==> src/rtl/acw_pkg.sv <==
package acw_pkg;

    // Controller states of the chip-select decoder
    typedef enum logic {
        ST_IDLE   = 1'b0,
        ST_ACTIVE = 1'b1
    } acw_state_e;

endpackage

==> src/rtl/acw_window_match.sv <==
module acw_window_match #(
    parameter int ADDR_W = 24,
    parameter int SZ_W   = 5
) (
    input  logic [ADDR_W-1:0] addr,
    input  logic              en,
    input  logic [ADDR_W-1:0] base,
    input  logic [SZ_W-1:0]   size,
    output logic              hit
);

    logic [ADDR_W-1:0] keep_mask;
    logic [ADDR_W-1:0] diff;

    // Compare only the bits at and above the window size; lower bits are offset
    always_comb begin
        for (int i = 0; i < ADDR_W; i++) begin
            keep_mask[i] = (i >= int'(size));
        end
    end

    assign diff = (addr ^ base) & keep_mask;
    assign hit  = en && (diff == '0);

endmodule

==> src/rtl/acw_priority.sv <==
module acw_priority #(
    parameter int NWIN  = 4,
    parameter int IDX_W = 3
) (
    input  logic [NWIN-1:0]  hit,
    output logic [IDX_W-1:0] sel,
    output logic             any_hit
);

    // Later (higher) windows override earlier ones; 0 stays the default region
    always_comb begin
        sel = '0;
        for (int i = 0; i < NWIN; i++) begin
            if (hit[i]) begin
                sel = IDX_W'(i + 1);
            end
        end
    end

    assign any_hit = |hit;

endmodule

==> src/rtl/addr_window_cs.sv <==
module addr_window_cs
    import acw_pkg::*;
#(
    parameter int ADDR_W = 24,
    parameter int NWIN   = 4,
    parameter int SZ_W   = 5,
    localparam int IDX_W = $clog2(NWIN + 1),
    localparam int CS_W  = NWIN + 1
) (
    input  logic                   clk,
    input  logic                   rst_n,
    input  logic                   acc_valid,
    input  logic [ADDR_W-1:0]      acc_addr,
    input  logic [NWIN-1:0]        win_en,
    input  logic [NWIN*ADDR_W-1:0] win_base,
    input  logic [NWIN*SZ_W-1:0]   win_size,
    output logic [CS_W-1:0]        cs,
    output logic [IDX_W-1:0]       cfg_sel
);

    logic [NWIN-1:0]  hit;
    logic [IDX_W-1:0] sel;
    logic             any_hit;
    logic [CS_W-1:0]  cs_new;

    acw_state_e       state_q;
    acw_state_e       state_d;
    logic [CS_W-1:0]  cs_q;
    logic [IDX_W-1:0] sel_q;

    // One comparator per window
    generate
        for (genvar g = 0; g < NWIN; g++) begin : g_win
            acw_window_match #(
                .ADDR_W (ADDR_W),
                .SZ_W   (SZ_W)
            ) u_match (
                .addr (acc_addr),
                .en   (win_en[g]),
                .base (win_base[g*ADDR_W +: ADDR_W]),
                .size (win_size[g*SZ_W +: SZ_W]),
                .hit  (hit[g])
            );
        end
    endgenerate

    acw_priority #(
        .NWIN  (NWIN),
        .IDX_W (IDX_W)
    ) u_prio (
        .hit     (hit),
        .sel     (sel),
        .any_hit (any_hit)
    );

    always_comb begin
        cs_new      = '0;
        cs_new[sel] = 1'b1;
    end

    // Next-state logic
    always_comb begin
        state_d = state_q;
        unique case (state_q)
            ST_IDLE:   if (acc_valid)  state_d = ST_ACTIVE;
            ST_ACTIVE: if (!acc_valid) state_d = ST_IDLE;
            default:   state_d = ST_IDLE;
        endcase
    end

    // State register
    always_ff @(posedge clk or negedge rst_n) begin
        if (!rst_n) state_q <= ST_IDLE;
        else        state_q <= state_d;
    end

    // Output register: load on start, hold during access, clear on end
    always_ff @(posedge clk or negedge rst_n) begin
        if (!rst_n) begin
            cs_q  <= '0;
            sel_q <= '0;
        end else begin
            unique case (state_q)
                ST_IDLE: begin
                    if (acc_valid) begin
                        cs_q  <= cs_new;
                        sel_q <= sel;
                    end
                end
                ST_ACTIVE: begin
                    if (!acc_valid) begin
                        cs_q  <= '0;
                        sel_q <= '0;
                    end
                end
                default: begin
                    cs_q  <= '0;
                    sel_q <= '0;
                end
            endcase
        end
    end

    assign cs      = cs_q;
    assign cfg_sel = sel_q;


    cs_onehot_chk: assert property (@(posedge clk) disable iff (!rst_n)
        $onehot0(cs));


    cs_sel_agree_chk: assert property (@(posedge clk) disable iff (!rst_n)
        (cs != '0) |-> cs[cfg_sel]);


    top_prio_chk: assert property (@(posedge clk) disable iff (!rst_n)
        hit[NWIN-1] |-> (sel == IDX_W'(NWIN)));


    default_sel_chk: assert property (@(posedge clk) disable iff (!rst_n)
        !any_hit |-> (sel == '0));


    start_load_chk: assert property (@(posedge clk) disable iff (!rst_n)
        (state_q == ST_IDLE && acc_valid) |=> (cfg_sel == $past(sel)));


    hold_stable_chk: assert property (@(posedge clk) disable iff (!rst_n)
        (state_q == ST_ACTIVE && acc_valid) |=> ($stable(cs) && $stable(cfg_sel)));


    idle_clear_chk: assert property (@(posedge clk) disable iff (!rst_n)
        !acc_valid |=> (cs == '0 && cfg_sel == '0));

endmodule

==> config.mk <==
export PLATFORM = sky130hd
export DESIGN_NAME = addr_window_cs
export DESIGN_NICKNAME = d
export VERILOG_FILES = /design/src/rtl/acw_pkg.sv /design/src/rtl/acw_window_match.sv /design/src/rtl/acw_priority.sv /design/src/rtl/addr_window_cs.sv
export SDC_FILE = /design/constraint.sdc
export NUM_CORES = 1
export LEC_CHECK = 0
export ABC_AREA = 1
export CORE_MARGIN = 5
export CORE_UTILIZATION = 60
export CTS_CLUSTER_SIZE = 12
export DETAILED_ROUTE_END_ITERATION = 10
export DONT_BUFFER_PORTS = 1
export MAX_ROUTING_LAYER = met4
export PLACE_DENSITY = 0.88
export SYNTH_ARGS = -nofsm -noshare
export SYNTH_HDL_FRONTEND = slang
export SYNTH_SLANG_ARGS = --single-unit
==> constraint.sdc <==
create_clock -name clk -period 1.2 [get_ports clk]
set_input_delay 0.24 -clock clk [delete_from_list [all_inputs] [get_ports clk]]
set_output_delay 0.24 -clock clk [all_outputs]
set_load 0.03 [all_outputs]
==> results of run 1 <==
-- per-stage QoR --
| step | TNS, ps | hold slack [ps] | instances | total power, mW |
|---|---|---|---|---|
| 4_1_cts | 0 | 23.0 | 647 | 1.54 |
| 3_3_place_gp | -1600 | -55.4 | 642 | 1.14 |
| 6_report | -211 | 23.3 | 649 | 1.58 |
| 2_1_floorplan | -757 | -55.6 | 585 | 1.07 |
| 5_1_grt | -632 | 19.5 | 649 | 1.71 |
| 3_5_place_dp | -1840 | -55.4 | 642 | 1.16 |
-- worst max path at each step --
stage,start,to,slack (ps),cells after the start
final,win_size[9],cs[2],-80,13
after global routing,win_size[9],cs[2],-150,14
after CTS,win_size[9],cs[2],0.7,14
after detailed placement,win_size[9],cs[2],-300,14
after global placement,win_size[9],cfg_sel[0],-270,12
after floorplan,acc_addr[23],cfg_sel[0],-150,12
-- cells in the final DEF (no fill, tap or decap), drive strengths merged --
master         n
a21oi         10
a31oi          1
buf           23
clkbuf         4
clkinvlp       1
dfrtp          9
dlygate4sd3    1
inv           76
nand2        257
nand3         48
nand3b         1
nand4          4
nor2          70
nor3           1
o211ai         2
o21ai         20
o21bai         1
or2            5
xnor2         21
xor2          40
-- registers in the layout, indices dropped and copies added, names as in the netlist --
signal and count:
cs 5, cfg_sel 3, state_q 1
-- power by group --
| part | switching (mW) | internal (mW) |
|---|---|---|
| registers | 0.0162 | 0.311 |
| clock network | 0.140 | 0.233 |
| logic | 0.469 | 0.407 |
-- routing by layer --
metal,part of all wire,vias up,global-route usage,wire [um]
met1,0.37,1550,0.407,4010
met4,0.040,0,0.117,427
met3,0.13,41,0.0850,1390
met5,0,-,-,0
li1,-,1787,-,-
met2,0.46,248,0.580,4920
-- what timing repair did --
item	CTS	global route
setup buffers	0	2
hold buffers	1	0
pin swaps	3	15
gates resized for setup	3	22
hold endpoints to repair	9	0
setup endpoints to repair	6	7
gates cloned	0	0
-- cell type report --
type | count | share of cell area
timing repair buffer | 24 | 0.0575
sequential | 9 | 0.0709
multi-input combinational | 481 | 0.743
clock buffer | 4 | 0.0142
tap | 54 | 0.0213
inverter | 77 | 0.0929
-- synthesized netlist by cell type, types with 3 or more instances --
cell type | instances | area share
inv_1 | 71 | 0.092
xor2_1 | 40 | 0.12
clkbuf_2 | 7 | 0.012
xnor2_1 | 21 | 0.064
nand4_1 | 4 | 0.0087
o21ai_1 | 6 | 0.010
inv_2 | 6 | 0.0078
nand3_1 | 48 | 0.083
or2_2 | 3 | 0.0065
nand2_1 | 252 | 0.33
nor2_1 | 68 | 0.089
a21oi_1 | 9 | 0.016
buf_2 | 8 | 0.014
o21ai_0 | 14 | 0.024
nand2_2 | 5 | 0.011
dfrtp_1 | 9 | 0.078
-- kinds of logic after synthesis --
logic type / after synthesis / share of synthesized area
flip-flops: 9 / 0.0781
buffers and inverters: 95 / 0.134
AO/OA/AOI/OAI: 34 / 0.0634
AND/OR/NAND/NOR: 386 / 0.539
XOR/XNOR: 61 / 0.185
-- critical path, cell delays in order --
cell and delay (ps):
clkinvlp_4 100, nand2_2 120, buf_4 120, nand2_1 40, nand2_1 50, nand2_1 60
nor3_2 170, nand2_1 120, nand2_1 100, nand2_2 100, inv_2 70, nand2_1 70
nand2_1 80
==> results.cfg, run 1 <==
[place]
placed_area_sq_mm = 0.00305
port_buffers = 0
dp_hpwl_um = 8930
gp_congestion = 0.975
pre_cts_slack_ps = -297

[pwr]
power_density_mw_per_mm2 = 496
leakage_nw = 1.86
ir_drop_uv = 303

[clock_network]
tritoncts = built
clk_latency_ps = 240
cts-htree-levels = 1
clockBufferDepth = 2
cts_root_buf = clkbuf_8
cts_buffers = 3
clk_pin_slew_worst_paths_ps = 50
clock-sinks = 9

[route]
via_count = 3626
routedWlPerCell_um = 16.6
drc_errors = 0
viasPerCell = 5.59
ant_nets = 0
wirelength_um = 10800
drt-initial-drc-count = 370
dr.pass1.iters = 5

[finish]
drive_above_1_share = 0.129
diodes = 0
fillCellCount = 468
utilization = 0.677
design_area_sq_mm = 0.00318
area_growth_pct = 10.2
final_nets = 743
seq_area_sq_um = 225
multi_input_area_sq_mm = 0.00236

[sta]
rsz0062_at_grt = yes
slew_headroom = 0.703
layout_setup_ws_ps = -84.3
finalCriticalPeriod_ps = 1280
fin_crit_sh = 1.07
maxSlewViolCount = 0
setup_viol = 5
skew_ps = 2.39
worst_pin_slew_ps = 444
fmax_mhz = 779
hold_viol_final = 0

[yosys]
postSynthAreaPerCell_sq_um = 4.93
async_reset_ff_frac = 1.00
syn-num-nets = 732
synth_edf_count = 0
ys_seq_area_frac = 0.0781
ys_ff_latch = 9
synth_area_sq_mm = 0.00288
yosysWarnings = 0
synth_cell_types = 27
synthCells = 585
synthFlopType = dfrtp_1

[setup_path]
critPathKind = in -> reg
r2r_cells = 6
reg2reg_slack_ps = 100
cp-end-kind = flip-flop
crit_required_ps = 1370
setup.worst_path.start_class = input port
reg2reg_to = cs[2]
arrival_ps = 1460
rr_startpoint = state_q
crit_fanout = 12

[die]
die_height_um = 79.3
io_pins = 155
dieArea_sq_mm = 0.00629
rows = 25
core_area_sq_mm = 0.00469
die_w_um = 79.3
initial_core_util = 0.614

[grt]
grt_pass1_wl_um = 16300
gr-usage-all-layers = 0.347
antenna_found_initial = 0
grt.overflow.total = 0
grt_pass1_vias = 3474
grt_max_degree = 13

[worst_hold_path]
min_from = acc_valid
holdPathEnd = state_q
hold_class = in -> reg
hold_depth = 0

[outcome]
failed_checks = setup timing
status = complete, but fails checks

[flow_run]
maxCapViolCount = 0
Note: power is estimated with default switching activity, not from simulation.
==> inputs of run 2 (changes only) <==
--- a/config.mk
+++ b/config.mk
@@ -13,6 +13,7 @@
 export DONT_BUFFER_PORTS = 1
 export MAX_ROUTING_LAYER = met4
 export PLACE_DENSITY = 0.88
+export SETUP_SLACK_MARGIN = 0.1
 export SYNTH_ARGS = -nofsm -noshare
 export SYNTH_HDL_FRONTEND = slang
 export SYNTH_SLANG_ARGS = --single-unit
==> run 2 against run 1 <==
The run still ends with setup timing left; via count rose by 0.25%; non-clock buffer count decreased by 1; largest cell class unchanged; critical path type unchanged; critical path depth increased by 1.
==> results.cfg, run 2 (synthesis results as in run 1) <==
[outcome]
status = complete, but fails checks
failed_checks = setup timing

[finish]
final_nets = 742
design_area_sq_mm = 0.00320
fillCellCount = 471
drive_above_1_share = 0.121
instances_no_fill = 648
multi_input_area_sq_mm = 0.00237
area_growth_pct = 10.9
final_cell_mix = nand2_1 (247), inv_1 (61), nor2_1 (60), nand3_1 (44), xor2_1 (39)
largest_reg_flops = 5
final_common_cell = nand2_1
seq_area_sq_um = 225
utilization = 0.681
diodes = 0

[clock_network]
cts_buffers = 3
clock-sinks = 9
cts-htree-levels = 1
clk_latency_ps = 240
clk_pin_slew_worst_paths_ps = 50
cts_root_buf = clkbuf_8
tritoncts = built
clockBufferDepth = 2

[setup_path]
rr_startpoint = state_q
reg2reg_slack_ps = 170
r2r_cells = 6
arrival_ps = 1400
crit_required_ps = 1370
cp-end-kind = flip-flop
reg2reg_to = cs[2]
crit_fanout = 12
setup.worst_path.start_class = input port
slowest_stage = nand2_4
cpMostUsedCell = nand2_1
crit_chain = clkinvlp_4 > nand2_4 > nor2_1 > nand2_1 > nand2_1 > nor2_1 > nand2_1 > nor2_1 > nand2_1 > nand2_2 > inv_2 > nor2_2 > nand2_1 > nand2_1
critPathKind = in -> reg
critPathMaxStageDelay_ps = 130

[sta]
fin_crit_sh = 1.02
maxSlewViolCount = 0
worst_pin_slew_ps = 419
hold_viol_final = 0
finalCriticalPeriod_ps = 1230
skew_ps = 3.43
setup_viol = 1
fmax_mhz = 814
slew_headroom = 0.720
rsz0062_at_grt = yes
layout_setup_ws_ps = -28.2

[grt]
grt_max_degree = 13
grt_pass1_wl_um = 16300
gr-usage-all-layers = 0.342
grt_pass1_vias = 3428
antenna_found_initial = 0
grt.overflow.total = 0

[die]
rows = 25
dieArea_sq_mm = 0.00629
initial_core_util = 0.614
core_area_sq_mm = 0.00469
die_height_um = 79.3
die_w_um = 79.3
io_pins = 155

[worst_hold_path]
holdPathEnd = state_q
min_from = acc_valid
hold_depth = 0
hold_class = in -> reg

[place]
port_buffers = 0
dp_hpwl_um = 8760
pre_cts_slack_ps = -312
gp_congestion = 0.973
placed_area_sq_mm = 0.00305
place_inst = 641

[route]
viasPerCell = 5.61
routedWlPerCell_um = 16.3
wirelength_um = 10600
drt-initial-drc-count = 400
drc_errors = 0
dr.pass1.iters = 5
via_count = 3635
ant_nets = 0

[pwr]
ir_drop_uv = 348
power_density_mw_per_mm2 = 491
leakage_nw = 1.86

[flow_run]
maxCapViolCount = 0
run 2: cell types whose count changed in the layout (fill, tap and decap cells not counted), sizes merged:
| cell | delta |
|---|---|
| buf | -1 |
| clkinvlp | +1 |
| inv | -1 |
run 2: layout make-up:
type,count,area share
inverter,77,0.0943
tap,54,0.0211
multi-input combinational,481,0.742
sequential,9,0.0705
timing repair buffer,23,0.0583
clock buffer,4,0.0141
run 2: metrics by stage:
stage	TNS (ps)	power (mW)	hold WS [ps]
after floorplan	-756	1.07	-55.6
after global placement	-1530	1.14	-55.4
after detailed placement	-1700	1.15	-55.4
after CTS	0	1.55	25.0
after global routing	-915	1.70	17.6
final	-28.2	1.57	25.9
run 2: worst max-delay path by stage:
stage,startpoint,to,slack (ps),cells past startpoint
4_1_cts,win_size[9],cs[2],20,13
3_3_place_gp,win_size[9],cs[2],-260,14
2_1_floorplan,acc_addr[23],cfg_sel[0],-150,12
3_5_place_dp,win_size[9],cs[2],-310,14
6_report,win_size[9],cs[2],-30,14
5_1_grt,win_size[9],cs[2],-190,14
run 2: where the power goes:
group	switching [mW]	leakage [nW]	internal, mW
Sequential	0.0169	0.121	0.311
Clock	0.133	0.0228	0.233
Combinational	0.466	1.71	0.409
Total	0.616	1.86	0.953
run 2: layer usage:
layer	up-vias	GRT usage	share of wire
li1	1789	-	-
met1	1558	0.395	0.37
met2	247	0.563	0.46
met3	41	0.0952	0.12
met4	0	0.134	0.043
met5	-	-	0
run 2: repair_timing:
item,4_1_cts,5_1_grt
resized for setup,16,11
setup endpoints to repair,6,8
pin swaps,26,13
setup buffers,3,0
hold buffers,1,0
hold endpoints to repair,9,0
run 2: critical path: cells and delay by family:
| family | cells | cell delay [ps] |
|---|---|---|
| and+or+nand+nor | 12 | 980 |
| buffers and inverters | 2 | 180 |
==> inputs of run 3 (changes only) <==
--- a/config.mk
+++ b/config.mk
@@ -6,6 +6,7 @@
 export NUM_CORES = 1
 export LEC_CHECK = 0
 export ABC_AREA = 1
+export CORE_ASPECT_RATIO = 0.7
 export CORE_MARGIN = 5
 export CORE_UTILIZATION = 60
 export CTS_CLUSTER_SIZE = 12
==> run 3 against run 2 <==
The run still ends with setup timing left; first-iteration DRC count is 26% lower; power is 0.63% higher; sequential cell count unchanged; setup slack lost 60 ps; clock skew is 1.2 ps lower; global-route usage increased by 0.63 points; clock-buffer cell count is the same; fmax is 4.7% lower; final cell count decreased by 0.15%; clock power hardly changed; sequential power barely moved; largest cell class unchanged; largest power group unchanged; highest routed layer unchanged.
==> results.cfg, run 3 (synthesis results as in run 1) <==
[finish]
drive_above_1_share = 0.125
final_cell_mix = nand2_1 (243), inv_1 (61), nor2_1 (59), nand3_1 (44), xor2_1 (39)
area_growth_pct = 10.2
diodes = 0
largest_reg_flops = 5
final_nets = 738
utilization = 0.676
final_common_cell = nand2_1

[pwr]
clock_power_share = 0.230
pwr-share-seq = 0.208
power_density_mw_per_mm2 = 497
leakage_nw = 1.83
ir_drop_uv = 309
net-switching-power_uw = 635
p_int_uw = 944
swShare = 0.402
power_frac_comb = 0.562

[setup_path]
crit_path_end = cs[2]
rr_startpoint = state_q
critPathKind = in -> reg
critPathLaunch = win_size[9]
arrival_ps = 1460
reg2reg_to = cs[1]
crit_fanout = 12
reg2reg_slack_ps = 180
r2r_cells = 6
crit_required_ps = 1370
cp-end-kind = flip-flop
setup.worst_path.start_class = input port

[outcome]
failed_checks = setup timing
status = complete, but fails checks

[sta]
maxSlewViolCount = 0
setup_viol = 5
finalCriticalPeriod_ps = 1290
hold_viol_final = 0
slew_headroom = 0.667
fmax_mhz = 776
setup_tns_ps = -229
worst_pin_slew_ps = 498
fin_crit_sh = 1.07
rsz0062_at_grt = yes
layout_setup_ws_ps = -88.7
skew_ps = 2.20

[route]
top_layer_used = met4
dr.pass1.iters = 5
wl_met1_um = 4160
dr_wl_met2_um = 4900
viasPerCell = 5.66
ant_nets = 0
wirelength_um = 11200
via_count = 3663
routedWlPerCell_um = 17.3
met3_length_um = 1610
drt-initial-drc-count = 297
drc_errors = 0

[clock_network]
clk_pin_slew_worst_paths_ps = 50
tritoncts = built
cts-htree-levels = 1
cts_root_buf = clkbuf_8
clockBufferDepth = 2
clk_latency_ps = 240
cts_buffers = 3
clock-sinks = 9

[die]
die_w_um = 92.8
io_pins = 155
initial_core_util = 0.613
dieArea_sq_mm = 0.00631
core_area_sq_mm = 0.00470
die_height_um = 68.0
rows = 21

[place]
pre_cts_slack_ps = -310
port_buffers = 0
dp_hpwl_um = 9190
gp_congestion = 1.07

[flow_run]
maxCapViolCount = 0

[grt]
grt.overflow.total = 0
grt_pass1_wl_um = 16400
antenna_found_initial = 0
gr-usage-all-layers = 0.349
grt_pass1_vias = 3416
grt_max_degree = 13

[worst_hold_path]
hold_class = in -> reg
[run 3: changes by cell type in the layout (fill, tap and decap cells not counted), moves of 2 or more]
cell     previous run  this run
nor2_2              6         8
buf_4              19        16
nand2_2             8        12
nand2_1           247       243
[run 3: final cells by class]
class                   count  area [sq um]
flip-flops and latches      9           225
multi-input cells         481          2380
fillers                   477          1530
well taps                  57          71.3
inverters                  77           303
clock buffers               4          45.0
repair buffers             19           153
[run 3: repair_timing]
item	in CTS	in global routing
hold buffers	1	0
setup buffers	1	1
endpoints found under the hold margin	9	0
gates resized for setup	20	10
setup endpoints to repair	8	8
pin swaps	15	7
[run 3: worst max-delay path: stages]
cell	delay (ps)
clkinvlp_4	120
nand2_4	110
buf_6	100
nand2_2	40
nand2_1	50
nand2_1	60
nor3_2	180
nand2_1	130
nand2_2	130
inv_2	60
nor2_2	90
nand2_1	80
nand2_1	70
[run 3: worst min-delay path by stage]
| stage | from | endpoint | slack [ps] | depth (start not counted) |
|---|---|---|---|---|
| floorplan | rst_n | cfg_sel[0] | -60 | 0 |
| global placement | rst_n | cfg_sel[0] | -60 | 0 |
| detailed placement | rst_n | cfg_sel[0] | -60 | 0 |
| CTS | acc_valid | state_q | 30 | 0 |
| global route | acc_valid | state_q | 30 | 0 |
| finish | acc_valid | state_q | 30 | 0 |
[run 3: power by group through the flow]
stage | registers [mW] | clock network (mW) | logic, mW
3_3_place_gp | 0.332 | 0 | 0.801
2_1_floorplan | 0.331 | 0 | 0.740
5_1_grt | 0.329 | 0.374 | 0.991
6_report | 0.329 | 0.363 | 0.887
4_1_cts | 0.328 | 0.361 | 0.861
3_5_place_dp | 0.332 | 0 | 0.822
[run 3: through the flow]
stage	hold WS, ps	std cells	cell area (sq um)	power (mW)
after floorplan	-55.6	585	2990	1.07
after global placement	-55.4	640	3020	1.13
after detailed placement	-55.4	640	3020	1.15
after CTS	30.8	646	3150	1.55
after global routing	28.1	647	3180	1.69
final	30.6	647	3180	1.58
[run 3: routing by layer]
metal  GRT usage  up-vias
met5           -        -
li1            -     1775
met4       0.124        0
met3       0.112       55
met1       0.405     1550
met2       0.574      283
